**src/rtl/adc_hs_pkg.sv**
```systemverilog
package adc_hs_pkg;

    typedef enum logic [1:0] {
        PH_IDLE   = 2'd0,
        PH_STROBE = 2'd1,
        PH_CONV   = 2'd2
    } phase_e;

    localparam int STAT_READY_BIT = 0;
    localparam int STAT_BUSY_BIT  = 1;

    function automatic int cycles_for_us(input int clk_hz, input int us);
        return ((clk_hz / 1000) * us + 999) / 1000;
    endfunction

endpackage

```
**src/rtl/adc_hs_decode.sv**
```systemverilog
module adc_hs_decode #(
    parameter int                ADDR_W    = 8,
    parameter logic [ADDR_W-1:0] DATA_PORT = 'h40,
    parameter logic [ADDR_W-1:0] STAT_PORT = 'h42
) (
    input  logic [ADDR_W-1:0] io_addr,
    input  logic              io_wr,
    input  logic              io_rd,
    output logic              wr_data,
    output logic              rd_data,
    output logic              rd_stat,
    output logic              rd_other
);
    logic hit_data, hit_stat;

    always_comb begin
        hit_data = (io_addr == DATA_PORT);
        hit_stat = (io_addr == STAT_PORT);
        wr_data  = io_wr & hit_data;
        rd_data  = io_rd & hit_data;
        rd_stat  = io_rd & hit_stat;
        rd_other = io_rd & ~hit_data & ~hit_stat;
    end
endmodule

```
**src/rtl/adc_hs_sync.sv**
```systemverilog
module adc_hs_sync #(
    parameter int STAGES = 2
) (
    input  logic clk,
    input  logic rst_n,
    input  logic din_n,
    output logic fall
);
    logic [STAGES-1:0] chain_d, chain_q;
    logic              prev_d, prev_q;

    assign chain_d[0] = din_n;

    generate
        for (genvar g = 1; g < STAGES; g++) begin : g_stage
            assign chain_d[g] = chain_q[g-1];
        end
    endgenerate

    always_comb begin
        prev_d = chain_q[STAGES-1];
        fall   = prev_q & ~chain_q[STAGES-1];
    end

    always_ff @(posedge clk or negedge rst_n) begin
        if (!rst_n) begin
            chain_q <= '1;
            prev_q  <= 1'b1;
        end else begin
            chain_q <= chain_d;
            prev_q  <= prev_d;
        end
    end
endmodule

```
**src/rtl/adc_hs_timer.sv**
```systemverilog
module adc_hs_timer #(
    parameter int LIMIT = 12500
) (
    input  logic clk,
    input  logic rst_n,
    input  logic load,
    input  logic run,
    output logic expired
);
    localparam int CW = (LIMIT > 1) ? $clog2(LIMIT + 1) : 1;

    logic [CW-1:0] cnt_d, cnt_q;

    always_comb begin
        cnt_d = cnt_q;
        if (load) begin
            cnt_d = CW'(LIMIT - 1);
        end else if (run && (cnt_q != '0)) begin
            cnt_d = cnt_q - 1'b1;
        end
        expired = run & ~load & (cnt_q == '0);
    end

    always_ff @(posedge clk or negedge rst_n) begin
        if (!rst_n) begin
            cnt_q <= '0;
        end else begin
            cnt_q <= cnt_d;
        end
    end
endmodule

```
**src/rtl/adc_handshake_ctrl.sv**
```systemverilog
module adc_handshake_ctrl
    import adc_hs_pkg::*;
#(
    parameter int                ADDR_W     = 8,
    parameter int                DATA_W     = 8,
    parameter logic [ADDR_W-1:0] DATA_PORT  = 'h40,
    parameter logic [ADDR_W-1:0] STAT_PORT  = 'h42,
    parameter int                CLK_HZ     = 125_000_000,
    parameter int                WAIT_US    = 100,
    parameter int                STROBE_CYC = 2,
    parameter int                SYNC_STAGES = 2
) (
    input  logic              clk,
    input  logic              rst_n,
    input  logic [ADDR_W-1:0] io_addr,
    input  logic              io_wr,
    input  logic              io_rd,
    output logic [DATA_W-1:0] io_rdata,
    input  logic              cfg_delay_mode,
    output logic              adc_cs_n,
    output logic              adc_wr_n,
    input  logic              adc_eoc_n,
    input  logic [DATA_W-1:0] adc_data,
    output logic              irq
);
    localparam int TIMEOUT_CYC = cycles_for_us(CLK_HZ, WAIT_US);
    localparam int SC_W        = (STROBE_CYC > 1) ? $clog2(STROBE_CYC) : 1;

    typedef struct packed {
        phase_e            phase;
        logic [SC_W-1:0]   scnt;
        logic              mode_dly;
        logic              ready;
        logic              irq;
        logic [DATA_W-1:0] result;
        logic [DATA_W-1:0] rdata;
        logic              cs_n;
        logic              wr_n;
    } ctl_t;

    ctl_t st_d, st_q;

    logic dec_wr_data, dec_rd_data, dec_rd_stat, dec_rd_other;
    logic eoc_fall, tmr_expired, tmr_load, tmr_run;
    logic done, busy;
    logic [DATA_W-1:0] status;

    adc_hs_decode #(
        .ADDR_W    (ADDR_W),
        .DATA_PORT (DATA_PORT),
        .STAT_PORT (STAT_PORT)
    ) u_decode (
        .io_addr  (io_addr),
        .io_wr    (io_wr),
        .io_rd    (io_rd),
        .wr_data  (dec_wr_data),
        .rd_data  (dec_rd_data),
        .rd_stat  (dec_rd_stat),
        .rd_other (dec_rd_other)
    );

    adc_hs_sync #(
        .STAGES (SYNC_STAGES)
    ) u_sync (
        .clk   (clk),
        .rst_n (rst_n),
        .din_n (adc_eoc_n),
        .fall  (eoc_fall)
    );

    adc_hs_timer #(
        .LIMIT (TIMEOUT_CYC)
    ) u_timer (
        .clk     (clk),
        .rst_n   (rst_n),
        .load    (tmr_load),
        .run     (tmr_run),
        .expired (tmr_expired)
    );

    always_comb begin
        st_d = st_q;

        busy     = (st_q.phase != PH_IDLE);
        tmr_load = (st_q.phase == PH_STROBE) && (st_q.scnt == '0);
        tmr_run  = (st_q.phase == PH_CONV) && st_q.mode_dly;
        done     = (st_q.phase == PH_CONV) &&
                   (st_q.mode_dly ? tmr_expired : eoc_fall);

        status                 = '0;
        status[STAT_READY_BIT] = st_q.ready;
        status[STAT_BUSY_BIT]  = busy;

        // read path: registered, one cycle after the strobe
        if (dec_rd_data) begin
            st_d.rdata = st_q.result;
            st_d.ready = 1'b0;
            st_d.irq   = 1'b0;
        end else if (dec_rd_stat) begin
            st_d.rdata = status;
        end else if (dec_rd_other) begin
            st_d.rdata = '0;
        end

        unique case (st_q.phase)
            PH_IDLE: begin
                if (dec_wr_data) begin
                    st_d.phase    = PH_STROBE;
                    st_d.scnt     = SC_W'(STROBE_CYC - 1);
                    st_d.mode_dly = cfg_delay_mode;
                    st_d.ready    = 1'b0;
                    st_d.irq      = 1'b0;
                    st_d.cs_n     = 1'b0;
                    st_d.wr_n     = 1'b0;
                end
            end
            PH_STROBE: begin
                if (st_q.scnt == '0) begin
                    st_d.phase = PH_CONV;
                    st_d.cs_n  = 1'b1;
                    st_d.wr_n  = 1'b1;
                end else begin
                    st_d.scnt = st_q.scnt - 1'b1;
                end
            end
            PH_CONV: begin
                if (done) begin
                    st_d.phase  = PH_IDLE;
                    st_d.result = adc_data;
                    st_d.ready  = 1'b1;
                    st_d.irq    = 1'b1;
                end
            end
            default: begin
                st_d.phase = PH_IDLE;
            end
        endcase
    end

    always_ff @(posedge clk or negedge rst_n) begin
        if (!rst_n) begin
            st_q <= '{phase:    PH_IDLE,
                      scnt:     '0,
                      mode_dly: 1'b0,
                      ready:    1'b0,
                      irq:      1'b0,
                      result:   '0,
                      rdata:    '0,
                      cs_n:     1'b1,
                      wr_n:     1'b1};
        end else begin
            st_q <= st_d;
        end
    end

    logic              ready_w, idle_w, conv_w;
    logic [DATA_W-1:0] result_w;

    assign io_rdata = st_q.rdata;
    assign adc_cs_n = st_q.cs_n;
    assign adc_wr_n = st_q.wr_n;
    assign irq      = st_q.irq;
    assign ready_w  = st_q.ready;
    assign idle_w   = (st_q.phase == PH_IDLE);
    assign conv_w   = (st_q.phase == PH_CONV);
    assign result_w = st_q.result;

endmodule

```
**config.mk**
```make
export PLATFORM = sky130hd
export DESIGN_NAME = adc_handshake_ctrl
export DESIGN_NICKNAME = d
export VERILOG_FILES = /design/src/rtl/adc_hs_pkg.sv /design/src/rtl/adc_hs_decode.sv /design/src/rtl/adc_hs_sync.sv /design/src/rtl/adc_hs_timer.sv /design/src/rtl/adc_handshake_ctrl.sv
export SDC_FILE = /design/constraint.sdc
export NUM_CORES = 1
export LEC_CHECK = 0
export BUFFER_PORTS_ARGS = -buffer_cell sky130_fd_sc_hd__buf_2
export CAP_MARGIN = 20
export CORE_ASPECT_RATIO = 1.25
export CORE_MARGIN = 3
export CORE_UTILIZATION = 50
export DETAILED_ROUTE_END_ITERATION = 8
export PLACE_DENSITY = 0.79
export SYNTH_ARGS = -nofsm -noshare
export SYNTH_HDL_FRONTEND = slang
export SYNTH_HIERARCHICAL = 1
export SYNTH_SLANG_ARGS = --single-unit
```
**constraint.sdc**
```tcl
create_clock -name clk -period 2.4 [get_ports clk]
set_input_delay 0.24 -clock clk [delete_from_list [all_inputs] [get_ports clk]]
set_output_delay 0.24 -clock clk [all_outputs]
set_load 0.01 [all_outputs]
```
==> results of run 1 <==
sequential cells by signal (all words and copies together), names as in the netlist, 2 cells and up:
name	count
u_sync/chain_q	2
io_rdata	8
result_w	8
st_q	4
u_timer/cnt_q	14
metrics by stage:
stage	area [µm²]	setup slack, ns	hold WS (ns)	total power [µW]
6_report	2371	0.1036	0.03824	2059
5_1_grt	2371	0.007702	0.03184	2190
4_1_cts	2371	0.09060	0.02994	2080
3_5_place_dp	2241	-0.006384	0.3463	1517
3_3_place_gp	2241	0.1077	0.3469	1487
2_1_floorplan	2029	0.06409	-0.05559	1301
report_power, final:
group	total [µW]	switching [µW]	leakage, µW	internal [µW]
logic	641	344	0.000548	297
registers	867	75.6	0.000534	791
clock network	551	238	0.0000548	313
cells in the mapped netlist, types with 4 or more instances:
cell type	n	area share, %
sky130_fd_sc_hd__dfrtp_1	36	44
sky130_fd_sc_hd__nand2_1	21	3.9
sky130_fd_sc_hd__dfstp_2	4	5.2
sky130_fd_sc_hd__buf_4	9	3.3
sky130_fd_sc_hd__inv_1	9	1.7
sky130_fd_sc_hd__a21oi_1	7	1.7
sky130_fd_sc_hd__o31ai_1	5	1.8
sky130_fd_sc_hd__nor4_1	5	1.5
sky130_fd_sc_hd__nor2_1	15	2.8
sky130_fd_sc_hd__or4_1	4	1.5
sky130_fd_sc_hd__mux2_4	9	6.7
sky130_fd_sc_hd__o21ai_0	10	2.5
area by class of cell:
cell class | count | area [µm²]
Fill cell | 337 | 1476
Clock inverter | 3 | 46.29
Multi-Input combinational cell | 127 | 898.4
Clock buffer | 5 | 68.82
Inverter | 9 | 33.78
Sequential cell | 40 | 1006
Timing Repair Buffer | 44 | 250.2
Tap cell | 54 | 67.56
kinds of logic (layout without fill, tap and decap cells):
logic type      Yosys count  after routing  synth area share [%]
simple gates             73             73                 20.59
xor+xnor                  3              3                 1.295
fa+ha+maj                 1              1                0.6164
buf+inv                  22             61                 6.473
mux                      13             13                 8.755
flops                    40             40                 49.57
compound gates           37             37                 12.70
final timing paths:
| kind | to | slack, ns |
|---|---|---|
| max | result_w[4]$_DFFE_PN0P_ | 0.10 |
| min | u_sync/chain_q[0]$_DFF_PN1_ | 0.04 |
| max reg2reg | result_w[4]$_DFFE_PN0P_ | 0.10 |
| min reg2reg | u_sync/chain_q[1]$_DFF_PN1_ | 0.36 |
| max in group asynchronous | u_timer/cnt_q[4]$_DFFE_PN0P_ | 1.82 |
| min in group asynchronous | io_rdata[1]$_DFFE_PN0P_ | 0.05 |
per-layer routing:
layer  track usage, %  vias up  wire [µm]
met5                0        -          0
met4            7.726        0         56
met3            4.392        5        198
met2            26.72       37       1769
met1            20.04      706       1647
li1                 -      731          -
==> results.yml, run 1 <==
detailed_routing:
  first_pass_iters: 4
  routed_wire_length_per_instance_um: 13.02
  viasPerCell: 5.245
  drt_iter0_drc: 80
  antenna_left: 0
  wl_um: 3671
  route.detailed.drc: 0
  detailroute.via_count: 1479
worst_setup_path:
  cell_seen_most_often_among_critical_path_stages: "sky130_fd_sc_hd__mux2_4"
  cp-startpoint: "u_timer/cnt_q[11]$_DFFE_PN0P_"
  cp_cell_sequence: "or4_4 > or2_1 > nor3_1 > mux2_4 > nor2b_4 > buf_4 > mux2_4"
  critical-path-slowest-cell: "sky130_fd_sc_hd__or4_4"
  slowest_stage_delay_on_critical_path_ns: 0.54
  worst-setup-path-type: "flop to flop"
  arrival_time_of_data_at_the_critical_path_endpoint_ns: 2.48
  worstReg2RegStart: "u_timer/cnt_q[11]$_DFFE_PN0P_"
  cp_data_required_time_ns: 2.58
  critical_path_cell_count: 7
  critical_path.endpoint_type: "flop"
  worstPathMaxFanout: 5
  start_kind: "flop"
  path_buf_inv: 1
  critPathTopFamily: "simple AND/OR/NAND/NOR gates"
  rr_worst_depth: 7
clocking:
  cts_setup_buffers: 2
  cts_buffer_depth: 2
  cts-hold-fix-buffers: 0
  cts_repair_resized_insts: 0
  tritoncts.num_buffers: 5
  clock_tree.htree_level_count: 2
  clock_latency_ns: 0.29
  tritoncts: "yes"
  path_clk_slew_ns: 0.08
  clock_sink_count: 40
  cts_root_buf: "sky130_fd_sc_hd__clkbuf_8"
place:
  portbufs: 32
  detailed_place_hpwl_um: 2719
  routabilityCongestion: 0.8377
  placedCellCount: 272
sta:
  grt_setup_unrepaired: "false"
  worst_max_slew_pin_slew_ns: 0.8505
  setup_total_negative_slack_ns: 0
  finalWorstPathRequiredPeriod_ns: 2.296
  worst_clock_skew_ns: 0.006627
  finalCritPeriodShare_pct: 95.68
  slew_viol_final: 0
  max-slew-margin-rel_pct: 43.30
  final-hold-violation-count: 0
  setup_violations: 0
  achievable_clock_frequency_mhz: 435.5
synth:
  post_synth_inst_count: 189
  synth.ff_latch_count: 40
  synth_ff_type: "sky130_fd_sc_hd__dfrtp_1"
  mappedNetlistArea_um2: 2029
  synthesis.area_per_instance_um2: 10.74
  post_synthesis_sequential_area_ratio_pct: 49.57
  synth_edf_count: 0
  synth.lib_cells_used.distinct: 49
  synthArstFlopShare_pct: 100.0
  synth_nets: 212
  yosysWarnings: 6
global_route:
  grt.total_usage_pct: 16.41
  globalRouteOverflowTotal: 0
  first_global_vias: 1459
  grt_first_pass_wirelength_um: 6327
  grt_start_max_net_pins: 41
  number_of_antenna_violations_at_the_first_check_in_global_routing: 0
finish:
  layout_common_cells: "sky130_fd_sc_hd__dfrtp_1 (36), sky130_fd_sc_hd__buf_2 (32), sky130_fd_sc_hd__nand2_1 (21)"
  finalNetCount: 250
  layout-drive-gt1-share_pct: 35.09
  layout.core_utilization_pct: 61.63
  areaGrowthSynthToFinish_pct: 16.83
  finalNonFillerCells: 282
  layout.cells.most_common: "sky130_fd_sc_hd__dfrtp_1"
  num_antenna_cells: 0
status:
  outcome: "finished, final reports clean"
hold_path:
  holdCritStartpoint: "adc_eoc_n"
  hold-path-cell-count: 1
  holdCritPathClass: "primary input to flop"
power:
  vdd_drop_max_uv: 561.1
  power_per_cell_area_nw_per_um2: 868.5
  static-leakage-power_uw: 0.001137
floorplanning:
  fp.dieArea_um2: 4864
  die-width_um: 62.99
  fp-row-count: 25
  core_area_um2: 3847
  y_dimension_of_the_die_um: 77.23
  ios: 33
  starting_density_of_the_core_pct: 52.75
job:
  drv_cap: 0
Power figures use the tool's default switching activity.
==> run 2, diff against run 1 <==
--- a/config.mk
+++ b/config.mk
@@ -7,7 +7,7 @@
 export LEC_CHECK = 0
 export BUFFER_PORTS_ARGS = -buffer_cell sky130_fd_sc_hd__buf_2
 export CAP_MARGIN = 20
-export CORE_ASPECT_RATIO = 1.25
+export CORE_ASPECT_RATIO = 0.75
 export CORE_MARGIN = 3
 export CORE_UTILIZATION = 50
 export DETAILED_ROUTE_END_ITERATION = 8
==> run 2 against run 1 <==
Effect of this change: non-clock buffer count grew 2; count of clock-buffer cells in the layout is the same; design area grew 1.2%; first-iteration DRC count grew 45%; sequential power grew 0.8%; setup slack lost 0.021 ns; die area is essentially flat; wire length grew 7.6%; core utilization grew 1.9 points.
==> results.yml, run 2 (synthesis results as in run 1) <==
finish:
  layout.core_utilization_pct: 63.49
  layout_common_cells: "sky130_fd_sc_hd__dfrtp_1 (36), sky130_fd_sc_hd__buf_2 (32), sky130_fd_sc_hd__nand2_1 (21)"
  largest_register_by_flop_count: "u_timer/cnt_q"
  post-route-cell-area_um2: 2400
  layout.cells.most_common: "sky130_fd_sc_hd__dfrtp_1"
  areaGrowthSynthToFinish_pct: 18.25
  num_antenna_cells: 0
  finalNetCount: 252
  largest_register_ffs: 14
  layout-drive-gt1-share_pct: 36.52
detailed_routing:
  route.detailed.drc: 0
  routed_wire_length_per_instance_um: 14.01
  antenna_left: 0
  drt_iter0_drc: 116
  wl_um: 3950
  first_pass_iters: 4
  viasPerCell: 5.309
  detailroute.via_count: 1497
hold_path:
  timing.hold.worst_endpoint: "u_sync/chain_q[0]$_DFF_PN1_"
  hold-path-cell-count: 1
  holdCritPathClass: "primary input to flop"
  holdCritStartpoint: "adc_eoc_n"
clocking:
  tritoncts.num_buffers: 5
  clock_latency_ns: 0.29
  cts-hold-fix-buffers: 0
  cts_root_buf: "sky130_fd_sc_hd__clkbuf_8"
  clock_sink_count: 40
  clock_tree.htree_level_count: 2
  path_clk_slew_ns: 0.08
  tritoncts: "yes"
  cts_buffer_depth: 2
floorplanning:
  ios: 33
  core_area_um2: 3780
  die-width_um: 79.57
  fp-row-count: 19
  y_dimension_of_the_die_um: 61.18
  starting_density_of_the_core_pct: 53.69
  fp.dieArea_um2: 4867
global_route:
  grt.total_usage_pct: 18.75
  grt_first_pass_wirelength_um: 6837
  grt_start_max_net_pins: 41
  globalRouteOverflowTotal: 0
  first_global_vias: 1473
  number_of_antenna_violations_at_the_first_check_in_global_routing: 0
sta:
  slew_viol_final: 0
  grt_setup_unrepaired: "false"
  finalCritPeriodShare_pct: 96.55
  finalWorstPathRequiredPeriod_ns: 2.317
  achievable_clock_frequency_mhz: 431.6
  crit_path_setup_slack_layout_ns: 0.08286
  max-slew-margin-rel_pct: 42.07
  worst_clock_skew_ns: 0.003229
  final-hold-violation-count: 0
  worst_max_slew_pin_slew_ns: 0.8689
  setup_violations: 0
worst_setup_path:
  rr_worst_depth: 7
  reg2reg_to: "result_w[1]$_DFFE_PN0P_"
  worstReg2RegStart: "u_timer/cnt_q[11]$_DFFE_PN0P_"
  arrival_time_of_data_at_the_critical_path_endpoint_ns: 2.50
  worstPathMaxFanout: 4
  cp_data_required_time_ns: 2.59
  start_kind: "flop"
  worst-setup-path-type: "flop to flop"
  timing.reg2reg.setup_slack_ns: 0.08
  critical_path.endpoint_type: "flop"
power:
  power_per_cell_area_nw_per_um2: 852.4
  vdd_drop_max_uv: 395.9
  static-leakage-power_uw: 0.001154
place:
  detailed_place_hpwl_um: 2855
  portbufs: 32
  preCtsSetupSlack_ns: -0.03795
  routabilityCongestion: 0.8325
  placed_area_um2: 2246
job:
  drv_cap: 0
status:
  outcome: "finished, final reports clean"
run 2: changes by cell type in the layout (fill, tap and decap cells not counted), sizes merged:
cell    delta
clkinv     +1
inv        -1
buf        +2
run 2: how the worst max path moves through the flow:
stage                                        startpoint                       to
after floorplan           u_timer/cnt_q[11]$_DFFE_PN0P_  result_w[0]$_DFFE_PN0P_
after global placement    u_timer/cnt_q[11]$_DFFE_PN0P_  result_w[3]$_DFFE_PN0P_
after detailed placement  u_timer/cnt_q[11]$_DFFE_PN0P_  result_w[1]$_DFFE_PN0P_
after CTS                 u_timer/cnt_q[11]$_DFFE_PN0P_  result_w[1]$_DFFE_PN0P_
after global routing      u_timer/cnt_q[11]$_DFFE_PN0P_  result_w[1]$_DFFE_PN0P_
final                     u_timer/cnt_q[11]$_DFFE_PN0P_  result_w[1]$_DFFE_PN0P_
run 2: report_power, final:
part,internal [µW],switching (µW),total [µW]
registers,792,82.3,874
logic,292,339,631
clock network,307,233,541
total,1390,655,2050
run 2: area by class of cell:
cell class	count	area, µm²
clock buffer	5	68.82
clock inverter	3	42.54
fill	296	1380
inverter	9	33.78
multi-input combinational	127	905.9
sequential	40	1006
tap	52	65.06
timing repair buffer	46	277.8
run 2: layer usage:
| layer | part of all wire, % | track usage, % | vias up |
|---|---|---|---|
| met4 | 2.4 | 10.29 | 0 |
| met5 | 0 | 0 | - |
| li1 | - | - | 742 |
| met3 | 4.8 | 4.240 | 8 |
| met2 | 44 | 28.06 | 33 |
| met1 | 49 | 25.75 | 714 |
run 2: metrics by stage:
step / total power, µW / hold WS [ns] / cells / TNS (ns)
global placement: 1462 / 0.3467 / 271 / 0
CTS: 2038 / 0.02836 / 281 / 0
global route: 2175 / 0.02397 / 282 / 0
floorplan: 1301 / -0.05559 / 189 / 0
finish: 2046 / 0.03818 / 282 / 0
detailed placement: 1488 / 0.3475 / 271 / -0.2738
run 2: critical path, stage by stage (launching register included):
cell                      delay [ns]
sky130_fd_sc_hd__dfrtp_1        0.41
sky130_fd_sc_hd__or4_4          0.54
sky130_fd_sc_hd__or2_4          0.29
sky130_fd_sc_hd__nor3_2         0.17
sky130_fd_sc_hd__mux2_4         0.18
sky130_fd_sc_hd__nor2b_4        0.17
sky130_fd_sc_hd__buf_4          0.15
sky130_fd_sc_hd__mux2_4         0.29
run 2: timing repair:
action	4_1_cts	5_1_grt
setup buffers	2	1
endpoints found under the setup margin	8	8
gates cloned	0	0
resized for setup	0	2
